<file path="src/rtl/dsf_pkg.sv">
package dsf_pkg;
  localparam int unsigned TMR_W     = 9;
  localparam int unsigned CNT_W     = 12;
  localparam int unsigned ADR_W     = 16;
  localparam int unsigned BYTE_W    = 8;
  localparam int unsigned BASE_SH   = 6;
  localparam int unsigned LEN_SH    = 4;
  localparam logic [ADR_W-1:0] ADR_START = 16'hC000;
  localparam logic [ADR_W-1:0] ADR_WRAP  = 16'h8000;
  localparam int unsigned ST_BUSY_BIT = 4;
  localparam int unsigned ST_IRQ_BIT  = 6;

  typedef enum logic [2:0] {
    SEL_CTRL   = 3'd0,
    SEL_DIRECT = 3'd1,
    SEL_BASE   = 3'd2,
    SEL_LEN    = 3'd3,
    SEL_STATUS = 3'd4
  } reg_sel_e;

  typedef struct packed {
    logic       irq_en;
    logic       loop;
    logic [1:0] rsvd;
    logic [3:0] rate;
  } ctrl_t;

  function automatic logic [TMR_W-1:0] rate_period(input logic [3:0] idx);
    logic [TMR_W-1:0] p;
    case (idx)
      4'd0:    p = 9'd428;
      4'd1:    p = 9'd380;
      4'd2:    p = 9'd340;
      4'd3:    p = 9'd320;
      4'd4:    p = 9'd286;
      4'd5:    p = 9'd254;
      4'd6:    p = 9'd226;
      4'd7:    p = 9'd214;
      4'd8:    p = 9'd190;
      4'd9:    p = 9'd160;
      4'd10:   p = 9'd142;
      4'd11:   p = 9'd128;
      4'd12:   p = 9'd106;
      4'd13:   p = 9'd85;
      4'd14:   p = 9'd72;
      default: p = 9'd54;
    endcase
    return p;
  endfunction
endpackage

</file>
<file path="src/rtl/dsf_regs.sv">
module dsf_regs
  import dsf_pkg::*;
(
  input  logic              clk_i,
  input  logic              rst_ni,
  input  logic              wr_i,
  input  logic              rd_i,
  input  logic [2:0]        sel_i,
  input  logic [BYTE_W-1:0] wdata_i,
  output logic [BYTE_W-1:0] rdata_o,
  input  logic              busy_i,
  input  logic              done_i,
  output ctrl_t             ctrl_o,
  output logic [BYTE_W-1:0] base_o,
  output logic [BYTE_W-1:0] len_o,
  output logic              en_o,
  output logic              reload_o,
  output logic              irq_o
);
  ctrl_t             ctrl_q;
  logic [BYTE_W-1:0] base_q, len_q;
  logic              en_q, irq_q;
  logic              status_wr, status_rd;

  assign status_wr = wr_i && (sel_i == SEL_STATUS);
  assign status_rd = rd_i && (sel_i == SEL_STATUS);
  // restart only when idle or drained
  assign reload_o  = status_wr && wdata_i[ST_BUSY_BIT] && (!en_q || !busy_i);

  always_ff @(posedge clk_i or negedge rst_ni) begin
    if (!rst_ni) begin
      ctrl_q <= '0;
      base_q <= '0;
      len_q  <= '0;
    end else if (wr_i) begin
      unique case (sel_i)
        SEL_CTRL: ctrl_q <= ctrl_t'(wdata_i);
        SEL_BASE: base_q <= wdata_i;
        SEL_LEN:  len_q  <= wdata_i;
        default:  ;
      endcase
    end
  end

  always_ff @(posedge clk_i or negedge rst_ni) begin
    if (!rst_ni)        en_q <= 1'b0;
    else if (status_wr) en_q <= wdata_i[ST_BUSY_BIT];
    else if (done_i)    en_q <= 1'b0;
  end

  // set beats read-clear
  always_ff @(posedge clk_i or negedge rst_ni) begin
    if (!rst_ni)                     irq_q <= 1'b0;
    else if (done_i && ctrl_q.irq_en) irq_q <= 1'b1;
    else if (status_rd)              irq_q <= 1'b0;
  end

  always_comb begin
    rdata_o = '0;
    if (status_rd) begin
      rdata_o[ST_BUSY_BIT] = busy_i;
      rdata_o[ST_IRQ_BIT]  = irq_q;
    end
  end

  assign ctrl_o = ctrl_q;
  assign base_o = base_q;
  assign len_o  = len_q;
  assign en_o   = en_q;
  assign irq_o  = irq_q;

  AST_IRQ_SET: assert property (@(posedge clk_i) disable iff (!rst_ni)
    done_i && ctrl_q.irq_en |=> irq_o);
  AST_STOP_AT_END: assert property (@(posedge clk_i) disable iff (!rst_ni)
    done_i && !status_wr |=> !en_o);
  AST_IRQ_READ_CLR: assert property (@(posedge clk_i) disable iff (!rst_ni)
    status_rd && !done_i |=> !irq_o);
endmodule

</file>
<file path="src/rtl/dsf_timer.sv">
module dsf_timer
  import dsf_pkg::*;
(
  input  logic       clk_i,
  input  logic       rst_ni,
  input  logic       run_i,
  input  logic       hold_i,
  input  logic [3:0] rate_i,
  output logic       fire_o
);
  logic [TMR_W-1:0] tmr_q, lim;

  assign lim    = rate_period(rate_i) - 1'b1;
  // waits at the limit while a request is still outstanding
  assign fire_o = run_i && !hold_i && (tmr_q >= lim);

  always_ff @(posedge clk_i or negedge rst_ni) begin
    if (!rst_ni)                   tmr_q <= '0;
    else if (fire_o)               tmr_q <= '0;
    else if (run_i && tmr_q < lim) tmr_q <= tmr_q + 1'b1;
  end
endmodule

</file>
<file path="src/rtl/dsf_fetch.sv">
module dsf_fetch
  import dsf_pkg::*;
#(
  parameter int unsigned STALL_CYC = 4
) (
  input  logic              clk_i,
  input  logic              rst_ni,
  input  logic              fire_i,
  input  logic              reload_i,
  input  logic [BYTE_W-1:0] base_i,
  input  logic [BYTE_W-1:0] len_i,
  input  logic              loop_i,
  input  logic              mem_ack_i,
  output logic              mem_req_o,
  output logic [ADR_W-1:0]  mem_addr_o,
  output logic              busy_o,
  output logic              done_o,
  output logic              stall_o
);
  localparam int unsigned SW = $clog2(STALL_CYC + 1);

  logic [ADR_W-1:0] ptr_q, req_addr_q, start_adr;
  logic [CNT_W-1:0] cnt_q, start_cnt;
  logic [SW-1:0]    stall_q;
  logic             req_q, take, last;

  assign start_adr = ADR_START + (ADR_W'(base_i) << BASE_SH);
  assign start_cnt = CNT_W'(len_i) << LEN_SH;
  assign take      = req_q && mem_ack_i;
  assign last      = take && (cnt_q == CNT_W'(1));
  assign done_o    = last && !loop_i;
  assign busy_o    = (cnt_q != '0);

  always_ff @(posedge clk_i or negedge rst_ni) begin
    if (!rst_ni) begin
      ptr_q <= ADR_START;
      cnt_q <= '0;
    end else if (reload_i) begin
      ptr_q <= start_adr;
      cnt_q <= start_cnt;
    end else if (take) begin
      if (last && loop_i) begin
        ptr_q <= start_adr;
        cnt_q <= start_cnt;
      end else begin
        ptr_q <= (ptr_q == '1) ? ADR_WRAP : ptr_q + 1'b1;
        cnt_q <= cnt_q - 1'b1;
      end
    end
  end

  always_ff @(posedge clk_i or negedge rst_ni) begin
    if (!rst_ni) begin
      req_q      <= 1'b0;
      req_addr_q <= '0;
    end else if (fire_i) begin
      req_q      <= 1'b1;
      req_addr_q <= ptr_q;
    end else if (take) begin
      req_q      <= 1'b0;
    end
  end

  always_ff @(posedge clk_i or negedge rst_ni) begin
    if (!rst_ni)               stall_q <= '0;
    else if (take)             stall_q <= SW'(STALL_CYC);
    else if (stall_q != '0)    stall_q <= stall_q - 1'b1;
  end

  assign mem_req_o  = req_q;
  assign mem_addr_o = req_addr_q;
  assign stall_o    = (stall_q != '0);

  AST_REQ_HOLD: assert property (@(posedge clk_i) disable iff (!rst_ni)
    mem_req_o && !mem_ack_i |=> mem_req_o && $stable(mem_addr_o));
  AST_UPPER_HALF: assert property (@(posedge clk_i) disable iff (!rst_ni)
    mem_req_o |-> mem_addr_o[ADR_W-1]);
  AST_STALL_AFTER_TAKE: assert property (@(posedge clk_i) disable iff (!rst_ni)
    take |=> stall_o);
  AST_NO_FETCH_EMPTY: assert property (@(posedge clk_i) disable iff (!rst_ni)
    $rose(mem_req_o) |-> $past(busy_o));
endmodule

</file>
<file path="src/rtl/dsample_dma.sv">
module dsample_dma
  import dsf_pkg::*;
#(
  parameter int unsigned STALL_CYC = 4
) (
  input  logic        clk_i,
  input  logic        rst_ni,
  input  logic        reg_wr_i,
  input  logic        reg_rd_i,
  input  logic [2:0]  reg_sel_i,
  input  logic [7:0]  reg_wdata_i,
  output logic [7:0]  reg_rdata_o,
  output logic        mem_req_o,
  output logic [15:0] mem_addr_o,
  input  logic        mem_ack_i,
  output logic        stall_o,
  output logic        irq_o
);
  ctrl_t             ctrl;
  logic [BYTE_W-1:0] base, len;
  logic              en, reload, busy, done, fire;

  dsf_regs u_regs (
    .clk_i    (clk_i),
    .rst_ni   (rst_ni),
    .wr_i     (reg_wr_i),
    .rd_i     (reg_rd_i),
    .sel_i    (reg_sel_i),
    .wdata_i  (reg_wdata_i),
    .rdata_o  (reg_rdata_o),
    .busy_i   (busy),
    .done_i   (done),
    .ctrl_o   (ctrl),
    .base_o   (base),
    .len_o    (len),
    .en_o     (en),
    .reload_o (reload),
    .irq_o    (irq_o)
  );

  dsf_timer u_timer (
    .clk_i  (clk_i),
    .rst_ni (rst_ni),
    .run_i  (en && busy),
    .hold_i (mem_req_o),
    .rate_i (ctrl.rate),
    .fire_o (fire)
  );

  dsf_fetch #(.STALL_CYC(STALL_CYC)) u_fetch (
    .clk_i      (clk_i),
    .rst_ni     (rst_ni),
    .fire_i     (fire),
    .reload_i   (reload),
    .base_i     (base),
    .len_i      (len),
    .loop_i     (ctrl.loop),
    .mem_ack_i  (mem_ack_i),
    .mem_req_o  (mem_req_o),
    .mem_addr_o (mem_addr_o),
    .busy_o     (busy),
    .done_o     (done),
    .stall_o    (stall_o)
  );
endmodule

</file>
<file path="config.mk">
export PLATFORM = sky130hd
export DESIGN_NAME = dsample_dma
export DESIGN_NICKNAME = d
export VERILOG_FILES = /design/src/rtl/dsf_pkg.sv /design/src/rtl/dsf_regs.sv /design/src/rtl/dsf_timer.sv /design/src/rtl/dsf_fetch.sv /design/src/rtl/dsample_dma.sv
export SDC_FILE = /design/constraint.sdc
export NUM_CORES = 1
export LEC_CHECK = 0
export BUFFER_PORTS_ARGS = -buffer_cell sky130_fd_sc_hd__buf_2
export CORE_AREA = 4 4 108 79
export DETAILED_ROUTE_END_ITERATION = 6
export DIE_AREA = 0 0 112 83
export PLACE_DENSITY = 0.89
export SETUP_SLACK_MARGIN = 0.5
export SYNTH_ARGS = -nofsm -noshare
export SYNTH_HDL_FRONTEND = slang
export SYNTH_SLANG_ARGS = --single-unit
</file>
<file path="constraint.sdc">
create_clock -name clk_i -period 10.3 [get_ports clk_i]
set_input_delay 0.515 -clock clk_i [delete_from_list [all_inputs] [get_ports clk_i]]
set_output_delay 0.515 -clock clk_i [all_outputs]
set_load 0.05 [all_outputs]
</file>
# --- Word level (Yosys, flattened, before mapping) ---
# Memories as Yosys holds them, arrays and structs flattened.
# Cells that the tools add are included.
totals:
  latchBits: 0
  n_memories: 1
  romBits: 144
  output_inout_bits: 27
  mem_bits_rw: 0
  regBits: 81
op_classes:
  shift: 0
  div: 0
  n_reduce_logical: 30
  n_eq_ne: 5
  addsub: 6
  magnitude_cmp: 2
  n_bitwise: 0
  mul: 0
  muxes: 19
memory_table:
  columns: ["memory", "words", "word_bits", "read_ports", "rd_ports_with_merged_regs", "wr", "line_no", "source"]
  rows:
  - ["(name not given)", 16, 9, 1, 0, 0, "dsf_pkg.sv:30", "case (idx)"]
ops:
  columns: ["op", "count"]
  rows:
  - ["16-bit 2-to-1 mux", 4]
  - ["12-bit 2-to-1 mux", 3]
  - ["9-bit 2-to-1 mux", 2]
  - ["15-bit by 15-bit adder with 16-bit output, first input constant", 1]
  - ["16-bit by 1-bit adder with 16-bit output, second input constant", 1]
  - ["16-bit == test, second input constant", 1]
  - ["1-bit logical AND", 13]
  - ["12-bit by 1-bit == test with 1-bit output, second input constant", 1]
  - ["12-bit nonzero test", 1]
  - ["2-bit nonzero test", 6]
  - ["12-bit by 1-bit subtractor with 12-bit output, second input constant", 1]
  - ["9-bit by 1-bit adder with 9-bit output, second input constant", 1]
  - ["9-bit >= comparator", 1]
  - ["9-bit < comparator", 1]
  - ["9-bit by 1-bit subtractor with 9-bit output, second input constant", 1]
  - ["1-bit 2-to-1 mux", 8]
  - ["3-bit by 2-bit == test with 1-bit output, second input constant", 2]
  - ["3-bit 2-to-1 mux", 2]
  - ["2-bit AND reduction", 3]
  - ["1-bit logical NOT", 4]
  - ["3-bit == test, second input constant", 1]
  - ["3-bit logical NOT", 1]
  - ["3-bit nonzero test", 1]
  - ["3-bit by 1-bit subtractor with 3-bit output, second input constant", 1]
  - ["1-bit logical OR", 1]

# --- Longest topological paths before layout ---
# Gate-level depths: netlist (run 1).
logic_depth:
  ltp_word: 6
  mapped_depth: 15
  depth_no_buf: 14

# --- Cells and area by module ---
# Synthesis (run 1) repeated with hierarchy kept, for this count alone.
hier_totals:
  cells_unflattened: 464
  hier_area_um2: 4733.3
modules_own_cells:
  columns: ["mod", "instances", "area_each_um2", "cells_each", "seq_area_each_um2"]
  rows:
  - ["dsf_fetch", 1, 2527.4, 260, 1203.7]
  - ["dsf_timer", 1, 1109.8, 131, 225.2]
  - ["dsf_regs", 1, 1089.8, 72, 650.6]
  - ["dsample_dma", 1, 6.3, 1, 0.0]

# --- Worst setup path before layout (run 1) ---
# OpenSTA, ideal clock, no wires.
synth_timing:
  path_kind: "register to register"
  from: "register u_regs.ctrl_q, in the netlist u_regs.ctrl_o[0]"
  to: "register u_fetch.req_addr_q[10] (netlist: u_fetch.mem_addr_o[10])"
  arrival_ps: 3906
  setup_ps: 125
  slack_ps: 6269
  stages_incl_launch_ff: 14
  cell_sequence: "dfrtp_1 inv_1 ha_1 mux4_2 or2_2 a2111o_1 xnor2_1 ha_1 nand4_1 a2111oi_0 a211oi_1 nor2_1 buf_2 mux2_2"
synth_between:
  elab_chain_len: 4
synth_rtl:
  columns: ["element", "line_no", "source"]
  rows:
  - ["start: declaration", "dsf_regs.sv:20", "ctrl_t ctrl_q;"]
  - ["start signal: assignment", "dsf_regs.sv:37", "SEL_CTRL: ctrl_q <= ctrl_t'(wdata_i);"]
  - ["memory 16 x 9 bit", null, null]
  - ["9-bit by 1-bit subtractor with 9-bit output", "dsf_timer.sv:13", "assign lim = rate_period(rate_i) - 1'b1;"]
  - ["9-bit >= comparator", "dsf_timer.sv:15", "assign fire_o = run_i && !hold_i && (tmr_q >= lim);"]
  - ["1-bit logical AND", "dsf_timer.sv:15", null]
  - ["end signal: assignment", "dsf_fetch.sv:58", "req_addr_q <= ptr_q;"]
  - ["end: declaration", "dsf_fetch.sv:22", "logic [ADR_W-1:0] ptr_q, req_addr_q, start_adr;"]
# Every way passes these cells.
# A chain may end at the register's enable or synchronous reset.

# --- Worst setup path after layout (run 1) ---
layout_timing:
  from: "register u_regs.ctrl_q, in the netlist u_regs.ctrl_o[0]"
  to: "register u_fetch.req_addr_q[14] (netlist: u_fetch.mem_addr_o[14])"
# The elaborated chain is that of the path after synthesis.

==> flow_metrics.py, run 1 <==
metrics = {
    "sta": {
        "min_period_ps": 4550,
        "maxSlewViolCount": 0,
        "max_freq_mhz": 220,
        "hold_ws_ps": 292,
        "tightest_slew_ps": 1290,
        "fin_crit_sh_pct": 44.2,
        "rsz0062_at_grt": "false",
        "finalSetupViolCount": 0,
        "tns_ps": 0,
        "final_hold_viol_count": 0,
        "setup_ws_ps": 5750,
        "slew_headroom_pct": 13.2,
        "worst_clock_skew_ps": 6.64,
    },
    "detailed_routing": {
        "drc": 0,
        "drt_wl_total_mm": 11.0,
        "via_per_inst": 6.41,
        "drtAntennaViolNets": 0,
        "wl_per_cell_um": 18.0,
        "dr.pass1.iters": 6,
        "num_vias": 3932,
        "first_iter_violations": 362,
    },
    "setup_path": {
        "setup.worst_path.end_class": "register",
        "cp.arrival_ps": 4800,
        "cp_max_fo": 22,
        "crit_type": "register to register",
        "worstPathRequired_ps": 10550,
        "startpoint_type": "register",
        "reg2reg_depth": 13,
    },
    "yosys": {
        "yosys_warnings": 0,
        "synth-async-reset-ratio_pct": 100,
        "yosys.area_share.simple_pct": 18.6,
        "syn-instance-count": 474,
        "synth_area_per_cell_um2": 10.0,
        "netlist_area_um2": 4750,
        "yosysSeqAreaShare_pct": 42.8,
        "synth_fa_ha_area_share_pct": 6.59,
        "synth.area.mux_share_pct": 9.83,
        "ys_seq_elements": 81,
        "synthFlopType": "dfrtp_1",
        "synth_cell_types": 66,
        "synth-edff-count": 0,
        "synthXorXnorAreaFrac_pct": 3.14,
        "synth-compound-area-share_pct": 14.9,
        "synth_top_family_by_area": "simple AND/OR/NAND/NOR gates",
    },
    "floorplanning": {
        "num_rows": 27,
        "die_w_um": 112,
        "io_pins": 43,
        "core_um2": 7600,
        "die_area_um2": 9300,
        "start_util_pct": 62.5,
        "die_h_um": 83,
    },
    "final_layout": {
        "drive_above_1_share_pct": 19.3,
        "fin_cells": 613,
        "syn2layout_area_growth_pct": 8.83,
        "antenna_cells": 0,
        "fin_nets": 548,
        "fill_cells": 581,
    },
    "clock_tree": {
        "clockRootBuffer": "clkbuf_8",
        "numClockSinks": 81,
        "postCtsSetupBuffers": 0,
        "cts_buffers": 9,
        "htree_levels": 3,
        "cts_hold_buffers": 0,
        "ctsResizeCount": 0,
        "cts_tree": "yes",
        "clk_path_buf_depth": 2,
        "clk_pin_slew_ps": 80,
        "clk_latency_ps": 370,
    },
    "power_and_ir_drop": {
        "p_leak_nw": 2.28,
        "p_clk_share_pct": 18.8,
        "power_frac_seq_pct": 44.0,
        "pwr-share-comb_pct": 37.2,
        "p_sw_share_pct": 41.5,
        "power-per-cell-area_nw_per_um2": 218,
        "p_switching_mw": 0.469,
        "peakVddDrop_mv": 0.137,
        "p_int_mw": 0.660,
    },
    "worst_hold_path": {
        "hold_class": "input pin to async pin",
    },
    "job": {
        "drv_cap": 0,
    },
    "status": {
        "status": "complete, no violations",
    },
    "place": {
        "hpwl_mm": 8.00,
        "port_buffers": 36,
        "routabilityCongestion": 0.930,
        "dpl_worst_slack_ps": 5930,
        "place_inst": 597,
    },
    "grt": {
        "antenna_found_initial": 0,
        "grt_max_degree": 82,
        "grtUsageTotal_pct": 24.9,
        "grt_overflow_total": 0,
        "grt_first_pass_wirelength_mm": 18.7,
        "grt_pass1_vias": 3856,
    },
}
per-layer routing:
layer | vias up | global-route usage (%) | part of all wire (%)
li1 | 1825 | - | -
met1 | 1895 | 33.4 | 43
met2 | 183 | 38.6 | 47
met3 | 29 | 6.99 | 8.1
met4 | 0 | 9.39 | 2.0
met5 | - | 0 | 0
flip-flops by register name (all words and copies together), names as in the netlist:
signal              flops
u_fetch.mem_req_o       1
u_regs.ctrl_o           6
u_regs.en_o             1
u_fetch.cnt_q          12
u_fetch.stall_q         3
u_fetch.mem_addr_o     16
u_regs.len_o            8
u_timer.tmr_q           9
u_regs.irq_o            1
u_fetch.ptr_q          16
u_regs.base_o           8
layout make-up:
class	instances	area, um^2	area share [%]
timing repair buffer	41	220	4.26
sequential	81	2030	39.3
tap	101	126	2.45
inverter	20	75.1	1.45
multi-input combinational	354	2540	49.2
clock buffer	13	159	3.08
clock inverter	3	15.0	0.291
power by group through the flow:
stage	Combinational, mW	Sequential, mW	Clock, mW
2_1_floorplan	0.296	0.511	0
3_3_place_gp	0.396	0.491	0
3_5_place_dp	0.419	0.498	0
4_1_cts	0.421	0.494	0.214
5_1_grt	0.471	0.510	0.229
6_report	0.420	0.497	0.212
placed cells by master, fill, tap and decap left out, drive strengths merged, types with 3 or more instances in the layout:
cell type and count:
a211oi 4, a21oi 23, a311oi 3, a31oi 7, and3 8, and4 3, buf 41, clkbuf 13
clkinv 3, conb 6, dfrtp 79, ha 25, inv 20, mux2 33, mux2i 5, nand2 41
nand2b 4, nand3 19, nand3b 3, nand4 14, nand4b 3, nor2 24, nor3 8, nor4 7
o211ai 7, o21ai 27, o31ai 10, o41ai 4, or3 4, or4 9, xnor2 7, xor2 10
critical path: stages (launching register included):
cell and delay [ps]:
dfrtp_1 440, inv_1 180, ha_1 400, mux4_2 520, or2_2 330, a2111o_1 400
xnor2_1 150, ha_1 310, nand4_1 120, a2111oi_0 540, a211oi_1 210, nor2_1 150
buf_4 290, mux2_2 380
synth_stat cells (5+ instances only):
master / number / area, um^2
clkbuf_1: 13 / 48.8
a31oi_1: 7 / 43.8
nand4_1: 14 / 87.6
buf_4: 7 / 52.6
ha_1: 25 / 313
xnor2_1: 7 / 61.3
mux2_2: 33 / 372
nor3_1: 8 / 40.0
and3_1: 8 / 50.1
xor2_1: 10 / 87.6
mux2i_1: 5 / 50.1
nor4_1: 6 / 37.5
nor2_1: 24 / 90.1
inv_1: 20 / 75.1
o21ai_0: 26 / 130
o31ai_1: 10 / 75.1
nand3_1: 19 / 95.1
or4_1: 9 / 67.6
o211ai_1: 7 / 52.6
nand2_1: 41 / 154
dfrtp_1: 79 / 1980
a21oi_1: 23 / 115
final timing paths:
path	slack (ps)	endpoint	from
min in group clk_i	390	u_regs.ctrl_o[2]	reg_wdata_i[2]
hold / removal	290	u_fetch.ptr_q[3]	rst_ni
hold reg to reg	490	u_fetch.cnt_q[7]	u_regs.len_o[3]
setup / recovery	5750	u_fetch.mem_addr_o[14]	u_regs.ctrl_o[0]
setup reg to reg	5750	u_fetch.mem_addr_o[14]	u_regs.ctrl_o[0]
max in group asynchronous	9330	u_fetch.ptr_q[12]	rst_ni
cells by family after synthesis:
family	after synthesis
AND/OR/NAND/NOR	161
AO/OA/AOI/OAI	105
flip-flops	81
buffers and inverters	44
multiplexers	40
adder cells (fa/ha/maj)	25
XOR/XNOR	17
other	1
metrics by stage:
stage	util, %	total power [mW]	instance area, um^2
3_5_place_dp	65.7	0.917	4990
4_1_cts	68.0	1.13	5170
5_1_grt	68.0	1.21	5170
3_3_place_gp	65.7	0.887	4990
2_1_floorplan	-	0.807	4770
6_report	68.0	1.13	5170
(Power assumes the default switching activity.)
==> inputs of run 2 (changes only) <==
--- a/config.mk
+++ b/config.mk
@@ -5,11 +5,12 @@
 export SDC_FILE = /design/constraint.sdc
 export NUM_CORES = 1
 export LEC_CHECK = 0
+export ABC_AREA = 1
 export BUFFER_PORTS_ARGS = -buffer_cell sky130_fd_sc_hd__buf_2
-export CORE_AREA = 4 4 108 79
+export CORE_AREA = 4 4 116 85
 export DETAILED_ROUTE_END_ITERATION = 6
-export DIE_AREA = 0 0 112 83
-export PLACE_DENSITY = 0.89
+export DIE_AREA = 0 0 120 89
+export PLACE_DENSITY = 0.84
 export SETUP_SLACK_MARGIN = 0.5
 export SYNTH_ARGS = -nofsm -noshare
 export SYNTH_HDL_FRONTEND = slang
==> constraint.sdc (replaced) <==
create_clock -name clk_i -period 4.45 [get_ports clk_i]
set_input_delay 0.2225 -clock clk_i [delete_from_list [all_inputs] [get_ports clk_i]]
set_output_delay 0.2225 -clock clk_i [all_outputs]
set_load 0.05 [all_outputs]
==> run 2 against run 1 <==
  * Global-route usage shrank 1.6 points
  * Hold slack worse by 250 ps
  * Clock power grew to 3.6 times the previous value
  * Worst setup slack got worse by 4800 ps
  * Sequential share of layout area fell by 3.5 points
  * Die area increased by 15%
  * Critical endpoint is now u_timer.tmr_q[1]
  * Register-to-register slack got worse by 4800 ps
  * Utilization decreased by 3.7 points
==> flow_metrics.py, run 2 <==
metrics = {
    "status": {
        "status": "complete, no violations",
    },
    "grt": {
        "antenna_found_initial": 0,
        "grt_first_pass_wirelength_mm": 19.9,
        "grt_pass1_vias": 4306,
        "grt_max_degree": 82,
        "grt_overflow_total": 0,
        "grtUsageTotal_pct": 23.2,
    },
    "floorplanning": {
        "num_rows": 29,
        "core_um2": 8820,
        "start_util_pct": 58.7,
        "io_pins": 43,
        "die_h_um": 89,
        "die_area_um2": 10700,
        "die_w_um": 120,
    },
    "setup_path": {
        "crit_buf_inv": 3,
        "startpoint_type": "register",
        "cp_max_fo": 47,
        "path_cells": "inv_1 > ha_1 > inv_1 > nor2_1 > nor2_1 > inv_1 > ha_1 > nand3_1 > nand2_1 > nand2_1 > xor2_1 > ha_1 > nand2_1 > a21oi_1 > nor2_1 > nand4_1 > nand2_8 > nand3_1 > nand2_1",
        "setup.worst_path.end_class": "register",
        "cp.arrival_ps": 3810,
        "worstPathRequired_ps": 4730,
        "worst_path_largest_cell_delay_ps": 420,
        "crit_type": "register to register",
        "cp_common_cell": "nand2_1",
        "cp_slowest_cell": "dfrtp_1",
        "crit_family": "simple AND/OR/NAND/NOR gates",
    },
    "power_and_ir_drop": {
        "p_leak_nw": 2.96,
        "peakVddDrop_mv": 0.452,
        "power_mw": 3.08,
        "power-per-cell-area_nw_per_um2": 543,
    },
    "clock_tree": {
        "htree_levels": 3,
        "cts_tree": "yes",
        "clk_pin_slew_ps": 60,
        "clk_path_buf_depth": 2,
        "clockRootBuffer": "clkbuf_16",
        "cts_buffers": 9,
        "clk_latency_ps": 340,
        "numClockSinks": 81,
        "cts_hold_buffers": 0,
    },
    "yosys": {
        "synth-edff-count": 0,
        "synth.largest_area_cell": "dfrtp_1",
        "syn-instance-count": 674,
        "synthFlopType": "dfrtp_1",
        "synth_area_leaders": "dfrtp_1 (38%), nand2_1 (14%), nand3_1 (7.1%)",
        "synthTopCellsByCount": "nand2_1 (196), inv_1 (82), dfrtp_1 (79)",
        "yosys_warnings": 0,
        "synth_top_area_share_pct": 38.2,
        "synth_most_common_cell": "nand2_1",
        "synth-async-reset-ratio_pct": 100,
        "synth_cell_types": 36,
        "yosysSeqAreaShare_pct": 39.2,
        "synth_area_per_cell_um2": 7.69,
        "ys_seq_elements": 81,
        "netlist_area_um2": 5180,
    },
    "place": {
        "place_inst": 817,
        "port_buffers": 36,
        "routabilityCongestion": 0.887,
        "hpwl_mm": 8.46,
    },
    "final_layout": {
        "antenna_cells": 0,
        "drive_above_1_share_pct": 12.8,
        "final_cell_mix": "nand2_1 (196), inv_1 (82), dfrtp_1 (79), nand3_1 (74), nor2_1 (50)",
        "fin_nets": 745,
        "fin_cells": 833,
        "syn2layout_area_growth_pct": 9.47,
        "layout_commonest_cell": "nand2_1",
    },
    "sta": {
        "finalSetupViolCount": 0,
        "max_freq_mhz": 283,
        "fin_crit_sh_pct": 79.4,
        "tightest_slew_ps": 1000,
        "final_hold_viol_count": 0,
        "maxSlewViolCount": 0,
        "hold_ws_ps": 42.3,
        "slew_headroom_pct": 33.2,
        "rsz0062_at_grt": "false",
        "min_period_ps": 3530,
        "tns_ps": 0,
        "worst_clock_skew_ps": 8.37,
    },
    "detailed_routing": {
        "via_per_inst": 5.37,
        "wl_per_cell_um": 13.9,
        "drt_wl_total_mm": 11.6,
        "num_vias": 4476,
        "drtAntennaViolNets": 0,
        "first_iter_violations": 406,
        "drc": 0,
        "dr.pass1.iters": 5,
    },
    "worst_hold_path": {
        "hold_class": "input pin to async pin",
    },
    "job": {
        "drv_cap": 0,
    },
}
run 2: cell count changes after synthesis, sizes merged, moves of 8 or more:
cell    before  now
nand2       41  209
inv         20   84
nand3       19   75
nor2        24   59
mux2        33    0
o21ai       27   51
o31ai       10    0
a21oi       23   14
clkbuf      13    4
or4          9    0
and3         8    0
xor2        10   18
run 2: path summary, 6_finish.rpt:
kind                                        startpoint                     end  slack, ps  cells past startpoint
worst max-delay path                  u_regs.ctrl_o[0]        u_timer.tmr_q[1]        920                     19
worst min-delay path                            rst_ni        u_timer.tmr_q[3]         40                      1
worst max register to register        u_regs.ctrl_o[0]        u_timer.tmr_q[1]        920                     19
worst min register to register  u_fetch.mem_addr_o[10]  u_fetch.mem_addr_o[10]        480                      2
max in group asynchronous                       rst_ni        u_regs.ctrl_o[7]       3740                      1
min in group clk_i                           mem_ack_i       u_fetch.mem_req_o        100                      2
run 2: kinds of logic (layout without fill, tap and decap cells):
group | after synthesis | count (layout) | share of synthesized area, %
adders and majority gates | 25 | 25 | 6.04
buffers and inverters | 106 | 136 | 9.54
other | 1 | 6 | 0.0724
xor gates and xnor gates | 27 | 27 | 4.57
and+or+nand+nor | 365 | 365 | 32.8
DFF | 81 | 81 | 39.2
AOI/OAI and AO/OA | 69 | 69 | 7.80
run 2: final cells by class:
| class | count | area [um^2] |
|---|---|---|
| inverters | 84 | 315 |
| well taps | 124 | 155 |
| clock buffers | 10 | 239 |
| flip-flops and latches | 81 | 2030 |
| clock inverters | 6 | 65.1 |
| multi-input cells | 492 | 2680 |
| fillers | 780 | 3150 |
| repair buffers | 36 | 183 |
run 2: routing by layer:
metal  up-vias  GRT usage [%]  share of wire [%]
met3        22           5.88                6.9
met4         0           6.76                1.5
met1      2067           31.2                 46
met2       180           37.9                 46
li1       2207              -                  -
met5         -              0                  0
run 2: worst reg2reg max path, cell delays in order (launching register included):
cell     delay (ps)
dfrtp_1         420
inv_1           160
ha_1            360
inv_1            80
nor2_1           50
nor2_1          130
inv_1            60
ha_1            220
nand3_1         120
nand2_1         100
nand2_1          90
xor2_1          160
ha_1            260
nand2_1          70
a21oi_1          60
nor2_1          150
nand4_1         370
nand2_8         400
nand3_1         130
nand2_1          90
run 2: where the power goes:
part	switching [mW]	internal [mW]
clock network	0.303	0.451
registers	0.250	0.940
logic	0.731	0.405
total	1.28	1.80
run 2: repair_timing:
| item | in CTS | in global routing |
|---|---|---|
| resized for setup | 0 | 1 |
| endpoints found under the hold margin | 0 | 0 |
| setup endpoints to repair | 0 | 22 |
| buffers inserted | 0 | 0 |
run 2: through the flow:
stage	setup WS, ps	util (%)	cell area (um^2)
finish	918	64.3	5670
global route	512	64.3	5670
CTS	844	64.2	5660
detailed placement	887	60.8	5360
global placement	1060	60.8	5360
floorplan	1420	-	5200
